<file path="config.mk">
export PLATFORM = sky130hd
export DESIGN_NAME = disp_stat_irq
export DESIGN_NICKNAME = d
export VERILOG_FILES = /design/src/rtl/disp_stat_pkg.sv /design/src/rtl/disp_sticky_bits.sv /design/src/rtl/disp_qd_seq.sv /design/src/rtl/disp_dma_halt.sv /design/src/rtl/disp_stat_irq.sv
export SDC_FILE = /design/constraint.sdc
export NUM_CORES = 1
export LEC_CHECK = 0
export ABC_AREA = 1
export BUFFER_PORTS_ARGS = -buffer_cell sky130_fd_sc_hd__buf_2
export CAP_MARGIN = 20
export CORE_AREA = 2 2 39 41
export CTS_BUF_LIST = sky130_fd_sc_hd__clkbuf_2 sky130_fd_sc_hd__clkbuf_4 sky130_fd_sc_hd__clkbuf_8
export CTS_CLUSTER_DIAMETER = 40
export DETAILED_ROUTE_END_ITERATION = 6
export DIE_AREA = 0 0 41 43
export PLACE_DENSITY = 0.72
export SLEW_MARGIN = 20
export SYNTH_ARGS = -nofsm -noshare
export SYNTH_HDL_FRONTEND = slang
export SYNTH_SLANG_ARGS = --single-unit
</file>
<file path="constraint.sdc">
create_clock -name clk -period 1.55 [get_ports clk]
set_clock_uncertainty 0.15 [all_clocks]
set_input_delay 0.155 -clock clk [delete_from_list [all_inputs] [get_ports clk]]
set_output_delay 0.155 -clock clk [all_outputs]
set_load 0.1 [all_outputs]
</file>
<file path="src/rtl/disp_stat_pkg.sv">
package disp_stat_pkg;
  localparam int ST_QD  = 0;
  localparam int ST_OU  = 1;
  localparam int ST_IUU = 2;
  localparam int ST_IUL = 3;
  localparam int ST_BER = 4;
  localparam int NUM_ST = 5;

  localparam int MK_QD  = 0;
  localparam int MK_OU  = 1;
  localparam int MK_IU  = 2;
  localparam int MK_BER = 3;
  localparam int NUM_MK = 4;

  localparam int NUM_CH = 2;

  // Spread the per-class masks over the status positions
  function automatic logic [NUM_ST-1:0] mask_spread(input logic [NUM_MK-1:0] m);
    logic [NUM_ST-1:0] r;
    r[ST_QD]  = m[MK_QD];
    r[ST_OU]  = m[MK_OU];
    r[ST_IUU] = m[MK_IU];
    r[ST_IUL] = m[MK_IU];
    r[ST_BER] = m[MK_BER];
    return r;
  endfunction

  function automatic logic any_pending(input logic [NUM_ST-1:0] st,
                                       input logic [NUM_MK-1:0] m);
    return |(st & ~mask_spread(m));
  endfunction
endpackage

</file>
<file path="src/rtl/disp_sticky_bits.sv">
module disp_sticky_bits #(
  parameter int W = 5
) (
  input  logic         clk,
  input  logic         rst_n,
  input  logic [W-1:0] set_ev,
  input  logic         clr_wr,
  input  logic [W-1:0] clr_data,
  output logic [W-1:0] q
);
  for (genvar i = 0; i < W; i++) begin : g_bit
    always_ff @(posedge clk or negedge rst_n) begin
      if (!rst_n)
        q[i] <= 1'b0;
      else if (set_ev[i])
        q[i] <= 1'b1;
      else if (clr_wr && clr_data[i])
        q[i] <= 1'b0;
    end
  end
endmodule

</file>
<file path="src/rtl/disp_qd_seq.sv">
module disp_qd_seq (
  input  logic clk,
  input  logic rst_n,
  input  logic ctrl_en,
  input  logic burst_busy,
  output logic qd_ev,
  output logic stop_now
);
  logic en_q;
  logic pend_q;
  logic en_fall;
  logic armed;

  assign en_fall = en_q && !ctrl_en;
  assign armed   = en_fall || pend_q;
  assign qd_ev   = armed && !burst_busy && !ctrl_en;

  always_ff @(posedge clk or negedge rst_n) begin
    if (!rst_n) begin
      en_q     <= 1'b0;
      pend_q   <= 1'b0;
      stop_now <= 1'b0;
    end else begin
      en_q   <= ctrl_en;
      pend_q <= armed && !qd_ev && !ctrl_en;
      if (qd_ev)
        stop_now <= 1'b1;
      else if (ctrl_en)
        stop_now <= 1'b0;
    end
  end
endmodule

</file>
<file path="src/rtl/disp_dma_halt.sv">
module disp_dma_halt #(
  parameter int NCH = 2
) (
  input  logic           clk,
  input  logic           rst_n,
  input  logic           dual_mode,
  input  logic           bus_err,
  input  logic [NCH-1:0] desc_wr,
  output logic [NCH-1:0] ch_halt
);
  for (genvar c = 0; c < NCH; c++) begin : g_ch
    logic hit;
    if (c == 0) begin : g_primary
      assign hit = bus_err;
    end else begin : g_secondary
      assign hit = bus_err && dual_mode;
    end
    always_ff @(posedge clk or negedge rst_n) begin
      if (!rst_n)
        ch_halt[c] <= 1'b0;
      else if (hit)
        ch_halt[c] <= 1'b1;
      else if (desc_wr[c])
        ch_halt[c] <= 1'b0;
    end
  end
endmodule

</file>
<file path="src/rtl/disp_stat_irq.sv">
module disp_stat_irq
  import disp_stat_pkg::*;
(
  input  logic              clk,
  input  logic              rst_n,
  input  logic              dual_mode,
  input  logic              ctrl_en,
  input  logic              burst_busy,
  input  logic              out_empty_rd,
  input  logic              up_empty_rd,
  input  logic              lo_empty_rd,
  input  logic              bus_err,
  input  logic [NUM_CH-1:0] desc_wr,
  input  logic              clr_wr,
  input  logic [NUM_ST-1:0] clr_data,
  input  logic [NUM_MK-1:0] mask,
  output logic [NUM_ST-1:0] status,
  output logic              irq,
  output logic              stop_now,
  output logic              dma_halt
);
  logic              qd_ev;
  logic              lo_qual;
  logic [NUM_ST-1:0] set_vec;
  logic [NUM_CH-1:0] ch_halt;

  assign lo_qual = lo_empty_rd && dual_mode;

  always_comb begin
    set_vec         = '0;
    set_vec[ST_QD]  = qd_ev;
    set_vec[ST_OU]  = out_empty_rd;
    set_vec[ST_IUU] = up_empty_rd;
    set_vec[ST_IUL] = lo_qual;
    set_vec[ST_BER] = bus_err;
  end

  disp_qd_seq u_qd (
    .clk        (clk),
    .rst_n      (rst_n),
    .ctrl_en    (ctrl_en),
    .burst_busy (burst_busy),
    .qd_ev      (qd_ev),
    .stop_now   (stop_now)
  );

  disp_sticky_bits #(.W(NUM_ST)) u_st (
    .clk      (clk),
    .rst_n    (rst_n),
    .set_ev   (set_vec),
    .clr_wr   (clr_wr),
    .clr_data (clr_data),
    .q        (status)
  );

  disp_dma_halt #(.NCH(NUM_CH)) u_halt (
    .clk       (clk),
    .rst_n     (rst_n),
    .dual_mode (dual_mode),
    .bus_err   (bus_err),
    .desc_wr   (desc_wr),
    .ch_halt   (ch_halt)
  );

  assign dma_halt = |ch_halt;
  assign irq      = any_pending(status, mask);
endmodule

</file>
==> flow_metrics.env <==
export IMPL_run_status="finished, final reports clean"
export IMPL_hold_viol=0
export IMPL_ioPinCount=29
export IMPL_cts_tree="done"
export IMPL_hpwl_um=772
export IMPL_fillers=119
export IMPL_synth_top_family_by_area="simple AND/OR/NAND/NOR gates"
export IMPL_reg2reg_slack_ns=0.13
export IMPL_p_switching_uw=273
export IMPL_syn_nets=72
export IMPL_ys_types=10
export IMPL_slew_headroom_pct=67.7
export IMPL_antenna_found_initial=0
export IMPL_netlist_instances=51
export IMPL_wire_per_inst_um=9.07
export IMPL_muxShareOfSynthArea_pct=0
export IMPL_endpoint_kind="output port"
export IMPL_start_util_pct=30.5
export IMPL_clkTransAtPathRegs_ns=0.07
export IMPL_hold_ws_ns=0.0172
export IMPL_post_synth_top_area_cell="dfrtp_1"
export IMPL_area_delta_synth_final_pct=89.3
export IMPL_die_h_um=43
export IMPL_h_tree_depth=1
export IMPL_ant_nets=0
export IMPL_min_period_ns=1.52
export IMPL_p_comb_share_pct=34.3
export IMPL_netlist_area_sq_um=422
export IMPL_synth_warnings=0
export IMPL_rsz0062_at_grt="true"
export IMPL_via_per_inst=4.19
export IMPL_final_max_slew_viol_count=0
export IMPL_yosys_area_share_simple_pct=24.6
export IMPL_drc=0
export IMPL_overflow=0
export IMPL_synth_fa_ha_area_share_pct=0
export IMPL_start_kind="register"
export IMPL_postSynthAreaPerCell_sq_um=8.27
export IMPL_yosys_cell_count_top_type="nand2_1"
export IMPL_grt_total_usage_pct=14.1
export IMPL_ys_async_sr_fraction_pct=100
export IMPL_cts_sinks=10
export IMPL_antenna_cells=0
export IMPL_path_class="reg2out"
export IMPL_cp_arrival_ns=1.21
export IMPL_internal_power_uw=482
export IMPL_drive_above_1_share_pct=42.9
export IMPL_grt_pass1_wl_um=1640
export IMPL_ir_drop_mv=0.550
export IMPL_synth_compound_area_share_pct=8.90
export IMPL_fin_crit_sh_pct=98.0
export IMPL_num_nets_final=120
export IMPL_synth_seq_cells=10
export IMPL_clockRootBuffer="clkbuf_4"
export IMPL_num_rows=14
export IMPL_die_w_um=41
export IMPL_synth_top_area_share_pct=59.3
export IMPL_power_leakage_uw=0.000428
export IMPL_seq_area_sq_um=264
export IMPL_synth_edf_count=0
export IMPL_ys_top_cells_by_count="nand2_1, dfrtp_1, inv_1"
export IMPL_fmax_mhz=658
export IMPL_multi_input_area_sq_um=149
export IMPL_grt_pass1_vias=438
export IMPL_required_ns=1.24
export IMPL_clock_path_buffers=2
export IMPL_cts_buffers=3
export IMPL_tightest_slew_ns=0.488
export IMPL_vias=478
export IMPL_core_region_area_sq_mm=0.00138
export IMPL_postCtsSetupBuffers=0
export IMPL_gp_congestion=0.690
export IMPL_power_density_mw_per_mm2=946
export IMPL_port_buffers=28
export IMPL_p_sw_share_pct=36.1
export IMPL_drt_iter0_drc=6
export IMPL_ys_seq_area_share_pct=59.3
export IMPL_clk_latency_ns=0.26
export IMPL_hold_class="in2reg"
export IMPL_dr_pass1_iters=4
export IMPL_synthXorXnorAreaFrac_pct=0
export IMPL_worst_path_max_fanout=3
export IMPL_ys_flop_type="dfrtp_1"
export IMPL_max_cap_violations=0
export IMPL_dieArea_sq_mm=0.00176
export IMPL_yosys_top_cells_area="dfrtp_1, nand2_1, inv_1"
export IMPL_grt_max_degree=11
export IMPL_pwr_share_seq_pct=39.3
export IMPL_fin_setup_tns_ns=0
export IMPL_setup_viol=0
export IMPL_routed_wl_um=1030
export IMPL_p_clk_share_pct=26.4
## per-layer routing
metal	vias up	share of wire (%)	GRT usage (%)
met4	0	0	6.00
met3	0	6.7	3.14
met5	-	0	0
met1	216	39	15.7
li1	245	-	-
met2	17	54	24.1
## power by group through the flow
stage | clock network [uW] | logic (uW) | registers (uW)
after floorplan | 0 | 63.4 | 400
after global placement | 0 | 225 | 301
after detailed placement | 0 | 228 | 302
after CTS | 205 | 259 | 296
after global routing | 219 | 275 | 299
final | 199 | 259 | 297
## worst max-delay path, cell delays in order, from the launching register on
cell and delay (ns):
dfrtp_4 0.48, nand2_2 0.05, nand2_1 0.05, nor2_1 0.13
nand2_2 0.08, buf_12 0.17
## what timing repair did
action                                 in CTS  in global routing
resized for setup                           0                  2
endpoints found under the hold margin      19                  0
setup endpoints to repair                   0                  1
hold buffers                               15                  0
## area by class of cell
class | count | share of cell area (%)
Multi-Input combinational cell | 33 | 18.7
Sequential cell | 10 | 33.1
Timing Repair Buffer | 43 | 38.2
Tap cell | 16 | 2.51
Clock buffer | 4 | 3.76
Inverter | 8 | 3.76
## logic make-up (layout without fill, tap and decap cells)
logic type / count (synthesis) / after routing
flip-flops: 10 / 10
buffers and inverters: 8 / 55
AO/OA/AOI/OAI: 6 / 6
AND/OR/NAND/NOR: 27 / 27
## final timing paths
path,from,end,cells past startpoint
max in group asynchronous,rst_n,u_st.q[4]$_DFFE_PN0P_,2
min,clr_data[1],u_st.q[1]$_DFFE_PN0P_,3
min reg2reg,u_qd.stop_now$_DFFE_PN0P_,u_qd.stop_now$_DFFE_PN0P_,2
max reg2reg,u_st.q[4]$_DFFE_PN0P_,u_st.q[4]$_DFFE_PN0P_,3
max,u_st.q[1]$_DFFE_PN0P_,irq,5
min in group asynchronous,rst_n,u_halt.ch_halt[1]$_DFFE_PN0P_,2
## through the flow
| step | std cells | total power (uW) | utilization (%) | setup WS (ns) | cell area (sq um) |
|---|---|---|---|---|---|
| after floorplan | 51 | 464 | - | 0.0159 | 438 |
| after global placement | 95 | 526 | 44.3 | 0.342 | 613 |
| after detailed placement | 95 | 530 | 44.3 | 0.302 | 613 |
| after CTS | 114 | 760 | 57.3 | 0.0189 | 793 |
| after global routing | 114 | 793 | 57.7 | -0.00948 | 798 |
| final | 114 | 755 | 57.7 | 0.0309 | 798 |
## registers in the layout (all words and copies together) (netlist names)
name,cells
u_st.q,5
u_halt.ch_halt,2
u_qd.en_q,1
u_qd.pend_q,1
u_qd.stop_now,1
## cell usage in the layout (no fill, tap or decap), types with 2 or more instances in the layout
master,netlist,routed
buf_2,0,27
nor2_1,3,3
clkbuf_4,0,4
dlygate4sd3_1,0,15
o21ai_0,2,2
nand2_1,23,20
inv_1,7,7
dfrtp_4,0,3
a21o_1,2,2
nand2_2,1,4
dfrtp_2,0,2
dfrtp_1,10,5
(Power assumes the default switching activity.)
